**src/rtl/uirq_pkg.sv**
```systemverilog
// Package: shared constants for the UART interrupt combiner.
// Holds the cause bit positions, the register byte offsets and the
// per-port threshold scale function.
package uirq_pkg;
    localparam int SRC_N    = 4;
    localparam int BIT_RX   = 0;
    localparam int BIT_ERR  = 1;
    localparam int BIT_TX   = 2;
    localparam int BIT_MDM  = 3;

    localparam int OFF_PEND = 'h30;
    localparam int OFF_SRC  = 'h34;
    localparam int OFF_MASK = 'h38;

    // Largest scale factor is 32, i.e. a left shift of 5 bits.
    localparam int SCALE_BITS = 5;

    // Multiplier that turns the trigger field into a fill threshold.
    function automatic int unsigned chan_scale(input int unsigned ch);
        case (ch)
            0:       return 32;
            1, 4:    return 8;
            2, 3:    return 2;
            default: return 0;
        endcase
    endfunction
endpackage

```
**src/rtl/uirq_tx_level.sv**
```systemverilog
// Module: uirq_tx_level
// Computes the transmit fill threshold from the trigger field and the
// port number. It flags when the transmit cause has to be raised again.
// Assumes chan_id is static during operation; the logic is purely combinational.
module uirq_tx_level #(
    parameter int TRIG_W = 3,
    parameter int CHAN_W = 3,
    parameter int CNT_W  = 8,
    parameter int LVL_W  = TRIG_W + uirq_pkg::SCALE_BITS
) (
    input  logic [TRIG_W-1:0] tx_trig,
    input  logic [CHAN_W-1:0] chan_id,
    input  logic [CNT_W-1:0]  tx_fill,
    input  logic              fifo_on,
    output logic [LVL_W-1:0]  level,
    output logic              tx_regen
);
    localparam int CMP_W = (CNT_W > LVL_W) ? CNT_W : LVL_W;

    // Scale the trigger field by the port-dependent factor.
    always_comb begin
        level = LVL_W'(int'(tx_trig) * int'(uirq_pkg::chan_scale(int'(chan_id))));
    end

    // Raise the transmit cause while FIFO mode is on and the fill count is at or below the threshold.
    always_comb begin
        tx_regen = fifo_on && (CMP_W'(tx_fill) <= CMP_W'(level));
    end
endmodule

```
**src/rtl/uirq_src_bank.sv**
```systemverilog
// Module: uirq_src_bank
// Holds the sticky source register, the mask and the pending register.
// Sets take priority over clears on the same bit. The pending register and
// irq are registered from the next-state values, so they move in the same
// cycle as the source bits.
module uirq_src_bank #(
    parameter int SRC_N = uirq_pkg::SRC_N
) (
    input  logic             clk,
    input  logic             rst_n,
    input  logic [SRC_N-1:0] set_vec,
    input  logic [SRC_N-1:0] clr_vec,
    input  logic             mask_we,
    input  logic [SRC_N-1:0] mask_wd,
    output logic [SRC_N-1:0] src_q,
    output logic [SRC_N-1:0] mask_q,
    output logic [SRC_N-1:0] pend_q,
    output logic             irq_q
);
    logic [SRC_N-1:0] src_d;
    logic [SRC_N-1:0] mask_d;
    logic [SRC_N-1:0] pend_d;

    // Per-bit next state: a set beats a clear.
    for (genvar i = 0; i < SRC_N; i++) begin : g_bit
        assign src_d[i] = set_vec[i] | (src_q[i] & ~clr_vec[i]);
    end

    // Next mask value and the pending value derived from it.
    always_comb begin
        mask_d = mask_we ? mask_wd : mask_q;
        pend_d = src_d & ~mask_d;
    end

    // State registers with synchronous active-low reset.
    always_ff @(posedge clk) begin
        if (!rst_n) begin
            src_q  <= '0;
            mask_q <= '0;
            pend_q <= '0;
            irq_q  <= 1'b0;
        end else begin
            src_q  <= src_d;
            mask_q <= mask_d;
            pend_q <= pend_d;
            irq_q  <= |pend_d;
        end
    end
endmodule

```
**src/rtl/uirq_rd_mux.sv**
```systemverilog
// Module: uirq_rd_mux
// Read-data selector. It zero-extends the addressed register to the bus
// width. Unmapped offsets read as zero.
module uirq_rd_mux #(
    parameter int ADDR_W = 6,
    parameter int DATA_W = 32,
    parameter int SRC_N  = uirq_pkg::SRC_N
) (
    input  logic [ADDR_W-1:0] rd_addr,
    input  logic [SRC_N-1:0]  src_q,
    input  logic [SRC_N-1:0]  mask_q,
    input  logic [SRC_N-1:0]  pend_q,
    output logic [DATA_W-1:0] rd_data
);
    // Select the addressed register.
    always_comb begin
        rd_data = '0;
        if (rd_addr == ADDR_W'(uirq_pkg::OFF_PEND))
            rd_data[SRC_N-1:0] = pend_q;
        else if (rd_addr == ADDR_W'(uirq_pkg::OFF_SRC))
            rd_data[SRC_N-1:0] = src_q;
        else if (rd_addr == ADDR_W'(uirq_pkg::OFF_MASK))
            rd_data[SRC_N-1:0] = mask_q;
    end
endmodule

```
**src/rtl/uart_irq_combiner.sv**
```systemverilog
// Module: uart_irq_combiner (top)
// Merges the receive, error, transmit and modem causes into one level
// interrupt through source, mask and pending registers.
// Assumes single-cycle set pulses, writes that complete in one cycle, and a
// static chan_id.
module uart_irq_combiner #(
    parameter int ADDR_W = 6,
    parameter int DATA_W = 32,
    parameter int CNT_W  = 8,
    parameter int TRIG_W = 3,
    parameter int CHAN_W = 3
) (
    input  logic              clk,
    input  logic              rst_n,
    input  logic              reg_wr_en,
    input  logic [ADDR_W-1:0] reg_wr_addr,
    input  logic [DATA_W-1:0] reg_wr_data,
    input  logic [ADDR_W-1:0] reg_rd_addr,
    output logic [DATA_W-1:0] reg_rd_data,
    input  logic              rx_set,
    input  logic              err_set,
    input  logic              tx_set,
    input  logic              modem_set,
    input  logic              fifo_on,
    input  logic [CNT_W-1:0]  tx_fill,
    input  logic [TRIG_W-1:0] tx_trig,
    input  logic [CHAN_W-1:0] chan_id,
    output logic              irq
);
    localparam int SRC_N = uirq_pkg::SRC_N;
    localparam int LVL_W = TRIG_W + uirq_pkg::SCALE_BITS;

    logic [LVL_W-1:0] lvl;
    logic             tx_regen;
    logic [SRC_N-1:0] set_vec;
    logic [SRC_N-1:0] clr_vec;
    logic             hit_pend, hit_src, hit_mask;
    logic [SRC_N-1:0] src_q, mask_q, pend_q;
    logic             unused_wdata_hi;

    assign unused_wdata_hi = ^reg_wr_data[DATA_W-1:SRC_N];

    uirq_tx_level #(
        .TRIG_W(TRIG_W), .CHAN_W(CHAN_W), .CNT_W(CNT_W), .LVL_W(LVL_W)
    ) u_level (
        .tx_trig (tx_trig),
        .chan_id (chan_id),
        .tx_fill (tx_fill),
        .fifo_on (fifo_on),
        .level   (lvl),
        .tx_regen(tx_regen)
    );

    // Decode the write offset.
    always_comb begin
        hit_pend = reg_wr_en && (reg_wr_addr == ADDR_W'(uirq_pkg::OFF_PEND));
        hit_src  = reg_wr_en && (reg_wr_addr == ADDR_W'(uirq_pkg::OFF_SRC));
        hit_mask = reg_wr_en && (reg_wr_addr == ADDR_W'(uirq_pkg::OFF_MASK));
    end

    // Collect the set and clear vectors for the source register.
    always_comb begin
        set_vec = '0;
        set_vec[uirq_pkg::BIT_RX]  = rx_set;
        set_vec[uirq_pkg::BIT_ERR] = err_set;
        set_vec[uirq_pkg::BIT_TX]  = tx_set | tx_regen;
        set_vec[uirq_pkg::BIT_MDM] = modem_set;
        clr_vec = (hit_pend || hit_src) ? reg_wr_data[SRC_N-1:0] : '0;
    end

    uirq_src_bank #(.SRC_N(SRC_N)) u_bank (
        .clk    (clk),
        .rst_n  (rst_n),
        .set_vec(set_vec),
        .clr_vec(clr_vec),
        .mask_we(hit_mask),
        .mask_wd(reg_wr_data[SRC_N-1:0]),
        .src_q  (src_q),
        .mask_q (mask_q),
        .pend_q (pend_q),
        .irq_q  (irq)
    );

    uirq_rd_mux #(.ADDR_W(ADDR_W), .DATA_W(DATA_W), .SRC_N(SRC_N)) u_rd (
        .rd_addr(reg_rd_addr),
        .src_q  (src_q),
        .mask_q (mask_q),
        .pend_q (pend_q),
        .rd_data(reg_rd_data)
    );
endmodule

```
**config.mk**
```make
export PLATFORM = sky130hd
export DESIGN_NAME = uart_irq_combiner
export DESIGN_NICKNAME = d
export VERILOG_FILES = /design/src/rtl/uirq_pkg.sv /design/src/rtl/uirq_tx_level.sv /design/src/rtl/uirq_src_bank.sv /design/src/rtl/uirq_rd_mux.sv /design/src/rtl/uart_irq_combiner.sv
export SDC_FILE = /design/constraint.sdc
export NUM_CORES = 1
export LEC_CHECK = 0
export ABC_AREA = 1
export BUFFER_PORTS_ARGS = -buffer_cell sky130_fd_sc_hd__buf_2
export CORE_ASPECT_RATIO = 1.2
export CORE_UTILIZATION = 39
export DETAILED_ROUTE_END_ITERATION = 8
export PLACE_DENSITY = 0.8
export SYNTH_ARGS = -nofsm -noshare
export SYNTH_HDL_FRONTEND = slang
export SYNTH_SLANG_ARGS = --single-unit
```
**constraint.sdc**
```tcl
create_clock -name clk -period 2.7 [get_ports clk]
set_clock_uncertainty 0.15 [all_clocks]
set_input_delay 0 -clock clk [delete_from_list [all_inputs] [get_ports clk]]
set_output_delay 0 -clock clk [all_outputs]
set_load 0.05 [all_outputs]
```
==> After elaboration in Yosys (flattened, before gate mapping) <==
Index checks and enable logic that the tools add are counted.
{ "op_classes": {"n_eq_ne": 10, "n_mux": 6, "reduce_logical": 9, "bitwise_logic": 15, "n_mul": 1, "order_cmp": 1} }
{ "op_table": {"columns": ["operator", "n"], "rows": [
  ["equality test 6 bit (second input constant)", 6],
  ["two-way mux 4 bit", 5],
  ["one-hot mux 6 bit (3 select lines)", 1],
  ["<= comparator 8 bit", 1],
  ["multiplier 3 x 6 -> 8 bit", 1],
  ["equality test 3 x 2 -> 1 bit (second input constant)", 2],
  ["bitwise OR 1 bit", 5],
  ["bitwise AND 1 bit", 4],
  ["bitwise AND 4 bit", 1],
  ["logical AND 1 bit", 4],
  ["inverter 1 bit", 4],
  ["inverter 4 bit", 1],
  ["OR reduction 2 bit", 2],
  ["OR reduction 4 bit", 1],
  ["equality test 3 x 1 -> 1 bit (second input constant)", 1],
  ["equality test 3 bit (second input constant)", 1],
  ["logical NOT 3 bit", 1],
  ["logical OR 1 bit", 1]
]} }
{ "word_totals": {"wordCells": 46, "reg_bits": 13, "out_inout_bits": 33, "in_bits": 66} }

==> Depth between registers and ports, before layout <==
{ "logic_depth": {"word_depth": 10, "depth_mapped": 18, "ltp_nobuf": 18} }

==> Hierarchy <==
Synthesis repeated with hierarchy kept, for this count alone.
{ "unflattened": {"hier_cells": 212, "area_unflattened_um2": 1361.3} }
{ "modules_own_cells": {"columns": ["mod", "cells_per_inst", "area_per_inst_um2", "n_inst"], "rows": [
  ["uirq_src_bank", 72, 498.0, 1],
  ["uirq_tx_level", 67, 400.4, 1],
  ["uirq_rd_mux", 57, 364.1, 1],
  ["uart_irq_combiner", 16, 98.8, 1]
]} }

==> Worst setup path after synthesis <==
OpenSTA, ideal clock, no wires.
{ "synth_timing": {"kind": "input to register", "from": "input chan_id[2]", "to": "register u_bank.irq_q", "t_required_ps": 2437, "slack_ps": 438, "path_buffers": 0, "setup_time_ps": 113, "arrival_time_ps": 1998, "path_stages": 17, "cell_sequence": "inv_1 o21ai_0 nor2_1 ha_1 ha_1 a31o_2 xnor2_1 ha_1 nand2_1 nor2_1 nand2_1 nand2_1 nand2_1 nand2_1 nand2_1 nand3_1 nand2_1"} }
{ "synth_between": {"elab_chain_len": 10, "word_cells_on_any_way": 15} }
{ "synth_rtl": {"columns": ["element", "line_no", "rtl"], "rows": [
  ["start: declaration", "uart_irq_combiner.sv:27", "input logic [CHAN_W-1:0] chan_id,"],
  ["equality test 3 x 2 -> 1 bit, or another cell as far along", "uirq_pkg.sv:20", "case (ch)"],
  ["OR reduction 2 bit", "uirq_pkg.sv:20", null],
  ["one-hot mux 6 bit (3 select lines) (*)", "uirq_pkg.sv:20", null],
  ["multiplier 3 x 6 -> 8 bit (*)", "uirq_tx_level.sv:22", "level = LVL_W'(int'(tx_trig) * int'(uirq_pkg::chan_scale(int'(chan_id))));"],
  ["<= comparator 8 bit (*)", "uirq_tx_level.sv:27", "tx_regen = fifo_on && (CMP_W'(tx_fill) <= CMP_W'(level));"],
  ["logical AND 1 bit (*)", "uirq_tx_level.sv:27", null],
  ["bitwise OR 1 bit (*)", "uart_irq_combiner.sv:66", "set_vec[uirq_pkg::BIT_TX] = tx_set | tx_regen;"],
  ["bitwise OR 1 bit (*)", "uirq_src_bank.sv:26", "assign src_d[i] = set_vec[i] | (src_q[i] & ~clr_vec[i]);"],
  ["bitwise AND 4 bit (*)", "uirq_src_bank.sv:32", "pend_d = src_d & ~mask_d;"],
  ["OR reduction 4 bit (*)", "uirq_src_bank.sv:46", "irq_q <= |pend_d;"],
  ["end signal: assignment", "uirq_src_bank.sv:46", null],
  ["end: declaration", "uirq_src_bank.sv:18", "output logic irq_q"]
]} }
Every way passes the cells marked *; elsewhere a longest branch is shown, timed or not.
A chain may end at the register's enable or synchronous reset.

==> Worst setup path in the final report <==
Same ends and word-level chain as after synthesis.

==> results.toml <==
[drt]
firstDrtPassIters = 4
ant_nets = 0
wl_microns = 2410
post_drt_wl_per_cell_microns = 8.63
drt_iter0_markers = 17
vias_per_cell = 4.38
vias = 1221
drcViolationCount = 0

[global_route]
antenna_found_initial = 0
grt_usage = 0.153
grt_pass1_vias = 1023
grt_pass1_wl_microns = 3820
grt_max_degree = 12
overflow = 0

[setup_path]
reg2regPathDepth = 3
worstPathArrival_ps = 2310
path_buf_inv = 2
crit_required_ps = 2740
criticalPathCategory = "in2reg"
cpMaxStageDelayCell = "o21ai_0"
critPathCaptureType = "register"
crit_top_cell = "nand2_1"
cpPeakStageDelay_ps = 300
cp_max_fo = 5
cp_cell_sequence = "buf_2 > inv_1 > o21ai_0 > nor2_1 > ha_1 > ha_1 > a31o_2 > xnor2_1 > ha_1 > nand2_1 > nor2_1 > nand2_1 > nand2_1 > nand2_1 > nand2_1 > nand2_1 > nand3_1 > nand2_1"
critPathTopFamily = "adder cells"
cp.depth = 18
worst_setup_path_start_kind = "input port"

[yosys]
synth-seq-cells = 13
netlist_area_sq_um = 1230
yosysSeqAreaShare = 0.212
synth_xor_area_frac = 0.0143
synth_cell_type_count = 23
synth_top_family_by_area = "simple AND/OR/NAND/NOR gates"
syn_inst = 186
yosys.area_share.simple = 0.293
yosysWarnings = 0
syn_area_per_cell_sq_um = 6.59
yosys.area_share.adder = 0.122
synth_compound_area_frac = 0.0827
muxShareOfSynthArea = 0

[job]
cap_viol_max_count = 0

[cts]
cts-hold-fix-buffers = 15
cts_buffers = 3
cts_max_level = 1
cts_tree = "built"
cts_resized = 0
clock_sinks = 13
root_buffer = "clkbuf_4"
post_cts_buffers = 0
clk_pin_slew_worst_paths_ps = 80
clockBufferDepth = 2
clk_latency_ps = 280

[sta]
period_needed_ps = 2280
rsz0062_at_grt = "false"
max_freq_ghz = 0.439
drv_slew = 0
final-setup-viol-count = 0
finalSetupTns_ps = 0
min_period_over_period = 0.844
finalHoldViolCount = 0

[pwr]
p_total_uw = 548
swShare = 0.408
seqPwrFrac = 0.377
p_int_uw = 324
power.switching_uw = 224
p_leak_nw = 0.918
pwr-share-comb = 0.395
p_clk_frac = 0.228
cellPowerDensity_nw_per_um2 = 355
vdd_drop_max_mv = 0.165

[status]
outcome = "complete, no violations"

[floorplan]
initial_core_util = 0.424
die_width_microns = 53.2
core_sq_um = 2890
dieArea_sq_um = 3370
die_y_microns = 63.4
boundaryPins = 99
row_count = 21

[place]
gp_congestion = 0.761
place.detailed.hpwl_microns = 1950
placed_area_sq_um = 1370
dp.cells = 260
io_buffers = 42

[final_layout]
syn_to_final_growth_pct = 25.8
layout_commonest_cell = "nand2_1"
final_cells = 279
drive_gt1_frac = 0.220
design_area_sq_um = 1540
final_cell_mix = "nand2_1 (43), buf_2 (42), inv_1 (32)"
layout.nets = 324
antennaDiodeCount = 0

[min_path]
min_path_cells = 7
min_path_type = "in2reg"
==> path summary, 6_finish.rpt <==
path / end / slack [ps] / from
max: u_bank.irq_q / 420 / chan_id[2]
min: u_bank.mask_q[0] / 30 / reg_wr_addr[2]
max reg2reg: u_bank.src_q[2] / 1340 / u_bank.src_q[2]
min reg2reg: u_bank.mask_q[0] / 410 / u_bank.mask_q[0]
==> cell usage after synthesis <==
master | n | share of area
nand3b_1 | 2 | 0.012
nand2_1 | 43 | 0.13
clkbuf_1 | 1 | 0.0031
nor2_1 | 19 | 0.058
buf_4 | 28 | 0.17
nand2_4 | 1 | 0.0092
dfxtp_1 | 13 | 0.21
a31o_2 | 1 | 0.0071
ha_1 | 12 | 0.12
inv_1 | 32 | 0.098
nor2_2 | 1 | 0.0051
a21oi_1 | 6 | 0.024
o21ai_0 | 2 | 0.0082
nand3_1 | 8 | 0.033
a21oi_2 | 1 | 0.0071
conb_1 | 1 | 0.0031
nor2_4 | 2 | 0.018
xnor2_1 | 2 | 0.014
nand2_2 | 2 | 0.010
o21ai_2 | 1 | 0.0071
nand4_1 | 3 | 0.015
o211ai_1 | 4 | 0.024
o21ai_1 | 1 | 0.0041
==> per-stage QoR <==
step	hold WS (ps)	worst slack [ps]	utilization
after floorplan	-46.9	438	-
final	34.8	422	0.534
after global routing	49.1	176	0.534
after CTS	32.6	391	0.534
after global placement	83.9	161	0.473
after detailed placement	85.2	98.8	0.473
==> sequential cells by signal, summed over array words and instances, names as in the netlist <==
signal         flops
u_bank.irq_q       1
u_bank.mask_q      4
u_bank.pend_q      4
u_bank.src_q       4
==> power by group through the flow <==
stage / Sequential (mW) / Clock [mW] / Combinational (mW)
2_1_floorplan: 0.215 / 0 / 0.182
3_3_place_gp: 0.211 / 0 / 0.195
3_5_place_dp: 0.211 / 0 / 0.198
5_1_grt: 0.208 / 0.133 / 0.238
4_1_cts: 0.206 / 0.125 / 0.217
6_report: 0.206 / 0.125 / 0.217
==> kinds of logic after synthesis <==
kind of cell,count (synthesis)
AOI/OAI and AO/OA,16
and+or+nand+nor,81
adders and majority gates,12
buffers and inverters,61
xor gates and xnor gates,2
other,1
DFF,13
==> layout make-up <==
cell class,count,area (sq um)
Fill cell,312,1350
Multi-Input combinational cell,139,733
Timing Repair Buffer,57,360
Sequential cell,13,260
Inverter,32,120
Tap cell,34,42.5
Clock buffer,4,26.3
==> tightest hold or removal path, cell delays in order <==
cell and delay [ps]:
buf_2 70, inv_1 40, nand2_2 60, nor2_4 50, nand3b_1 80, nand2_1 60, nor2_1 70
==> layer usage <==
metal  wire length [microns]  vias to the layer above  GRT usage
met5                       0                        -          0
met4                      54                        0     0.0789
met3                     153                        5     0.0217
met2                    1300                       50      0.302
met1                     897                      527      0.139
li1                        -                      639          -
(Power assumes the default switching activity.)
